$ cat src/rtl/burst_pkg.sv
package burst_pkg;

  typedef enum logic [1:0] {
    BL_BAD = 2'b00,
    BL_2   = 2'b01,
    BL_4   = 2'b10,
    BL_8   = 2'b11
  } blen_e;

  localparam int unsigned BEAT_W = 3;

  // mask of the low column bits that walk; also equals beats-1
  function automatic logic [BEAT_W-1:0] beat_mask(input logic [1:0] enc);
    case (enc)
      BL_2:    beat_mask = 3'b001;
      BL_4:    beat_mask = 3'b011;
      BL_8:    beat_mask = 3'b111;
      default: beat_mask = 3'b000;
    endcase
  endfunction

  function automatic logic len_legal(input logic [1:0] enc);
    len_legal = (enc != BL_BAD);
  endfunction

  // block-internal bits of one beat
  function automatic logic [BEAT_W-1:0] walk_bits(input logic [BEAT_W-1:0] s,
                                                  input logic [BEAT_W-1:0] k,
                                                  input logic              il,
                                                  input logic [BEAT_W-1:0] m);
    walk_bits = il ? ((s ^ k) & m) : ((s + k) & m);
  endfunction

endpackage

$ cat src/rtl/burst_ctrl.sv
module burst_ctrl
  import burst_pkg::*;
#(
  parameter int unsigned COL_W = 10
) (
  input  logic              clk,
  input  logic              rst_n,
  input  logic              start_i,
  input  logic [COL_W-1:0]  start_col_i,
  input  logic [1:0]        blen_i,
  input  logic              btype_i,
  output logic              busy_o,
  output logic [BEAT_W-1:0] beat_o,
  output logic [COL_W-1:0]  base_col_o,
  output logic [1:0]        enc_o,
  output logic              il_o,
  output logic              last_o,
  output logic              err_o
);

  logic              busy_q;
  logic [BEAT_W-1:0] beat_q;
  logic [COL_W-1:0]  base_q;
  logic [1:0]        enc_q;
  logic              il_q;
  logic              err_q;

  logic at_last;
  logic accept;
  logic accept_ok;
  logic accept_bad;

  assign at_last    = busy_q && (beat_q == beat_mask(enc_q));
  assign accept     = start_i && (!busy_q || at_last);
  assign accept_ok  = accept && len_legal(blen_i);
  assign accept_bad = accept && !len_legal(blen_i);

  always_ff @(posedge clk) begin
    if (!rst_n) begin
      busy_q <= 1'b0;
      beat_q <= '0;
      base_q <= '0;
      enc_q  <= BL_BAD;
      il_q   <= 1'b0;
      err_q  <= 1'b0;
    end else begin
      err_q <= accept_bad;
      if (accept_ok) begin
        busy_q <= 1'b1;
        beat_q <= '0;
        base_q <= start_col_i;
        enc_q  <= blen_i;
        il_q   <= btype_i;
      end else if (at_last) begin
        busy_q <= 1'b0;
        beat_q <= '0;
      end else if (busy_q) begin
        beat_q <= beat_q + 1'b1;
      end
    end
  end

  assign busy_o     = busy_q;
  assign beat_o     = beat_q;
  assign base_col_o = base_q;
  assign enc_o      = enc_q;
  assign il_o       = il_q;
  assign last_o     = at_last;
  assign err_o      = err_q;

  // beat counter never leaves the burst length
  assert_beat_range_R2: assert property (@(posedge clk) disable iff (!rst_n)
    busy_q |-> (beat_q <= beat_mask(enc_q)));

  // captured request is frozen until the final beat
  assert_hold_params_R9: assert property (@(posedge clk) disable iff (!rst_n)
    (busy_q && !at_last) |=> ($stable(base_q) && $stable(enc_q) && $stable(il_q)));

  // an illegal start never launches a burst
  assert_bad_no_burst_R10: assert property (@(posedge clk) disable iff (!rst_n)
    (accept_bad && !busy_q) |=> !busy_q);

endmodule

$ cat src/rtl/burst_addr_gen.sv
module burst_addr_gen
  import burst_pkg::*;
#(
  parameter int unsigned COL_W = 10
) (
  input  logic [COL_W-1:0]  base_col_i,
  input  logic [BEAT_W-1:0] beat_i,
  input  logic [1:0]        enc_i,
  input  logic              il_i,
  output logic [COL_W-1:0]  col_o
);

  localparam int unsigned UP_W = COL_W - BEAT_W;

  logic [BEAT_W-1:0] m3;
  logic [BEAT_W-1:0] low3;
  logic [COL_W-1:0]  m_full;
  logic [COL_W-1:0]  low_full;

  assign m3       = beat_mask(enc_i);
  assign low3     = walk_bits(base_col_i[BEAT_W-1:0], beat_i, il_i, m3);
  assign m_full   = {{UP_W{1'b0}}, m3};
  assign low_full = {{UP_W{1'b0}}, low3};
  assign col_o    = (base_col_i & ~m_full) | low_full;

endmodule

$ cat src/rtl/burst_col_seq.sv
module burst_col_seq
  import burst_pkg::*;
#(
  parameter int unsigned COL_W = 10
) (
  input  logic             clk,
  input  logic             rst_n,
  input  logic             start_i,
  input  logic [COL_W-1:0] start_col_i,
  input  logic [1:0]       blen_i,
  input  logic             btype_i,
  output logic [COL_W-1:0] col_o,
  output logic             valid_o,
  output logic             last_o,
  output logic             err_o
);

  logic              busy_w;
  logic [BEAT_W-1:0] beat_w;
  logic [COL_W-1:0]  base_w;
  logic [1:0]        enc_w;
  logic              il_w;
  logic              last_w;
  logic              err_w;

  burst_ctrl #(.COL_W(COL_W)) u_ctrl (
    .clk         (clk),
    .rst_n       (rst_n),
    .start_i     (start_i),
    .start_col_i (start_col_i),
    .blen_i      (blen_i),
    .btype_i     (btype_i),
    .busy_o      (busy_w),
    .beat_o      (beat_w),
    .base_col_o  (base_w),
    .enc_o       (enc_w),
    .il_o        (il_w),
    .last_o      (last_w),
    .err_o       (err_w)
  );

  burst_addr_gen #(.COL_W(COL_W)) u_addr (
    .base_col_i (base_w),
    .beat_i     (beat_w),
    .enc_i      (enc_w),
    .il_i       (il_w),
    .col_o      (col_o)
  );

  assign valid_o = busy_w;
  assign last_o  = last_w;
  assign err_o   = err_w;

  assert_last_has_valid_R7: assert property (@(posedge clk) disable iff (!rst_n)
    last_o |-> valid_o);

  assert_idle_after_last_R8: assert property (@(posedge clk) disable iff (!rst_n)
    (last_o && !start_i) |=> !valid_o);

  assert_err_no_beat_R10: assert property (@(posedge clk) disable iff (!rst_n)
    err_o |-> !valid_o);

  assert_first_beat_R2: assert property (@(posedge clk) disable iff (!rst_n)
    $rose(valid_o) |-> $past(start_i));

  assert_upper_fixed_R5: assert property (@(posedge clk) disable iff (!rst_n)
    (valid_o && !last_o) |=> (col_o[COL_W-1:BEAT_W] == $past(col_o[COL_W-1:BEAT_W])));

endmodule

$ cat config.mk
export PLATFORM = sky130hd
export DESIGN_NAME = burst_col_seq
export DESIGN_NICKNAME = d
export VERILOG_FILES = /design/src/rtl/burst_pkg.sv /design/src/rtl/burst_ctrl.sv /design/src/rtl/burst_addr_gen.sv /design/src/rtl/burst_col_seq.sv
export SDC_FILE = /design/constraint.sdc
export NUM_CORES = 1
export LEC_CHECK = 0
export BUFFER_PORTS_ARGS = -buffer_cell sky130_fd_sc_hd__buf_4
export CORE_MARGIN = 1
export CORE_UTILIZATION = 54
export DETAILED_ROUTE_END_ITERATION = 10
export PLACE_DENSITY = 0.86
export REMOVE_ABC_BUFFERS = 1
export SLEW_MARGIN = 10
export SYNTH_ARGS = -nofsm -noshare
export SYNTH_HDL_FRONTEND = slang
export SYNTH_SLANG_ARGS = --single-unit
$ cat constraint.sdc
create_clock -name clk -period 4.3 [get_ports clk]
set_input_delay 0.215 -clock clk [delete_from_list [all_inputs] [get_ports clk]]
set_output_delay 0.215 -clock clk [all_outputs]
set_load 0.01 [all_outputs]
==> results.sh <==
export IMPL_crit_fanout=8
export IMPL_finClkSkew_ns=0.00413
export IMPL_dp_cells=150
export IMPL_rsz0062_at_grt="no"
export IMPL_place_area_sq_um=1140
export IMPL_cts_resized=0
export IMPL_port_buffers=28
export IMPL_maxSlewViolCount=0
export IMPL_postRouteWirelength_um=1800
export IMPL_cts_sinks=18
export IMPL_critPathArrivalTime_ns=1.92
export IMPL_maxSlewHeadroom_pct=65.1
export IMPL_drt_iter0_drc=17
export IMPL_grt_pass1_wl_um=2910
export IMPL_clk_latency_ns=0.29
export IMPL_hold_path_class="in -> reg"
export IMPL_vias=801
export IMPL_peakVddDrop_v=0.000218
export IMPL_grt_pass1_vias=690
export IMPL_crit_required_ns=4.09
export IMPL_met2_length_um=851
export IMPL_cellLeakagePower_nw=0.516
export IMPL_slowest_delay_ns=0.40
export IMPL_start_util_pct=57.6
export IMPL_fin_crit_sh_pct=49.6
export IMPL_worstSetupEndpointType="primary output"
export IMPL_cts_max_path_buffers=2
export IMPL_dp_slack_ns=2.34
export IMPL_grt_max_degree=29
export IMPL_crit_top_cell="xnor2_1"
export IMPL_tns_ns=0
export IMPL_fmax_mhz=469
export IMPL_whs_ns=0.162
export IMPL_seq_area_frac_synth_pct=36.2
export IMPL_crit_buf_inv=1
export IMPL_yosysTopAreaCell="dfxtp_1"
export IMPL_ys_ff_latch=18
export IMPL_antenna_found_initial=0
export IMPL_worstMarginPinSlew_ns=0.518
export IMPL_cts_hold_buf=0
export IMPL_diodes=0
export IMPL_power_density_nw_per_um2=292
export IMPL_postCtsSetupBuffers=0
export IMPL_wirelength_met1_um=842
export IMPL_dieHeight_um=44.9
export IMPL_route_top_layer_used="met4"
export IMPL_cts_root_buffer="clkbuf_4"
export IMPL_layout_common_cells="nand2_1, buf_4, dfxtp_1, mux2i_1, a21oi_1"
export IMPL_wl_per_cell_um=11.8
export IMPL_final_hold_viol_count=0
export IMPL_dpl_hpwl_um=1340
export IMPL_fin_nets=150
export IMPL_place_gp_congestion=0.789
export IMPL_via_per_inst=5.24
export IMPL_synth_cell_types=31
export IMPL_cts_htree_levels=1
export IMPL_firstDrtPassIters=4
export IMPL_syn_to_final_growth_pct=16.6
export IMPL_synth_top_area_share_pct=36.2
export IMPL_finalCriticalPeriod_ns=2.13
export IMPL_grt_usage_pct=20.0
export IMPL_crit_type="reg -> out"
export IMPL_cts_tree="yes"
export IMPL_critPathTopFamily="adder cells"
export IMPL_nFillCells=167
export IMPL_cp_start_kind="flip-flop"
export IMPL_synth_area_leaders="dfxtp_1, mux2i_1, nand2_1, buf_4, ha_1"
export IMPL_ioPinCount=29
export IMPL_critPathSlowestCell="dfxtp_1"
export IMPL_clk_pin_slew_ns=0.10
export IMPL_synth_area_sq_um=995
export IMPL_p_total_mw=0.339
export IMPL_stdcell_area_sq_um=1160
export IMPL_die_area_sq_um=2020
export IMPL_setup_viol=0
export IMPL_syn_avg_cell_area_sq_um=9.04
export IMPL_core_area_sq_um=1730
export IMPL_outcome="finished, final reports clean"
export IMPL_numCtsBuffers=3
export IMPL_final_cell_count_no_fill=153
export IMPL_drc=0
export IMPL_die_w_um=44.9
export IMPL_fin_util_pct=67.2
export IMPL_routed_wl_met3_um=77
export IMPL_drive_above_1_share_pct=27.3
export IMPL_antenna_left=0
export IMPL_cap_violations=0
export IMPL_grt_overflow=0
export IMPL_rows=15
export IMPL_synth_warnings=0
export IMPL_synthCells=110
export IMPL_finalWorstSetupSlack_ns=2.17
export IMPL_layout_commonest_cell="nand2_1"
export IMPL_path_cells="ha_1 > fa_1 > nand2b_1 > xnor2_1 > nand3_1 > xnor2_1 > buf_4"
[cell usage after synthesis]
master,n
buf_4,7
and2_1,1
clkbuf_1,4
xor2_1,1
mux2_2,1
nor2b_1,1
buf_6,1
nand2_1,29
buf_12,1
and4_1,1
o22a_1,1
inv_1,1
nand4bb_1,1
o21a_4,1
o21ai_0,2
or4_4,1
a31oi_1,1
nand3b_1,1
a32oi_1,1
dfxtp_1,18
a21oi_4,1
fa_1,1
nand2b_1,1
nand4b_1,2
o2bb2ai_1,2
nor2_1,4
a21oi_1,5
xnor2_1,2
nand3_1,2
ha_1,3
mux2i_1,12
[worst paths after layout]
check | startpoint | end | slack (ns) | cells past startpoint
worst max register to register | u_ctrl.beat_o[1] | u_ctrl.base_col_o[6] | 2.34 | 4
worst min register to register | u_ctrl.base_col_o[4] | u_ctrl.base_col_o[4] | 0.47 | 2
worst min-delay path | start_col_i[4] | u_ctrl.base_col_o[4] | 0.16 | 3
worst max-delay path | u_ctrl.beat_o[0] | col_o[2] | 2.17 | 7
[worst reg2reg max path: cells and delay by family, from the launching register on]
family / cells / cell delay (ns)
AND/OR/NAND/NOR: 1 / 0.58
flip-flops: 1 / 0.40
AO/OA/AOI/OAI: 2 / 0.65
multiplexers: 1 / 0.26
[flip-flops by register name, summed over array words and instances, names as in the netlist]
register and flops:
u_ctrl.err_o 1, u_ctrl.il_o 1, u_ctrl.beat_o 3, u_ctrl.base_col_o 10, u_ctrl.enc_o 2, u_ctrl.busy_o 1
[area by class of cell]
| class | count | area (sq um) | area share (%) |
|---|---|---|---|
| Multi-Input combinational cell | 78 | 532 | 45.8 |
| Sequential cell | 18 | 360 | 31.1 |
| Timing Repair Buffer | 28 | 210 | 18.1 |
| Tap cell | 25 | 31.3 | 2.70 |
| Clock buffer | 3 | 22.5 | 1.94 |
| Inverter | 1 | 3.75 | 0.324 |
[cells by family (layout without fill, tap and decap cells)]
kind of cell | Yosys count | after routing | synth area share, %
compound gates | 14 | 14 | 10.8
xor+xnor | 3 | 3 | 2.64
mux | 13 | 13 | 13.2
simple gates | 44 | 44 | 21.0
flops | 18 | 18 | 36.2
buf+inv | 14 | 32 | 10.3
fa+ha+maj | 4 | 4 | 5.79
[layer usage]
layer	up-vias	global-route usage (%)
li1	404	-
met1	368	23.5
met2	25	34.2
met3	4	4.80
met4	0	9.09
met5	-	0
[power breakdown]
group	leakage (nW)	total, mW	internal (mW)	switching [mW]
Combinational	0.355	0.0678	0.0374	0.0304
Sequential	0.148	0.187	0.177	0.0105
Clock	0.0138	0.0833	0.0327	0.0507
Total	0.516	0.339	0.247	0.0916
Note: power is estimated with default switching activity, not from simulation.
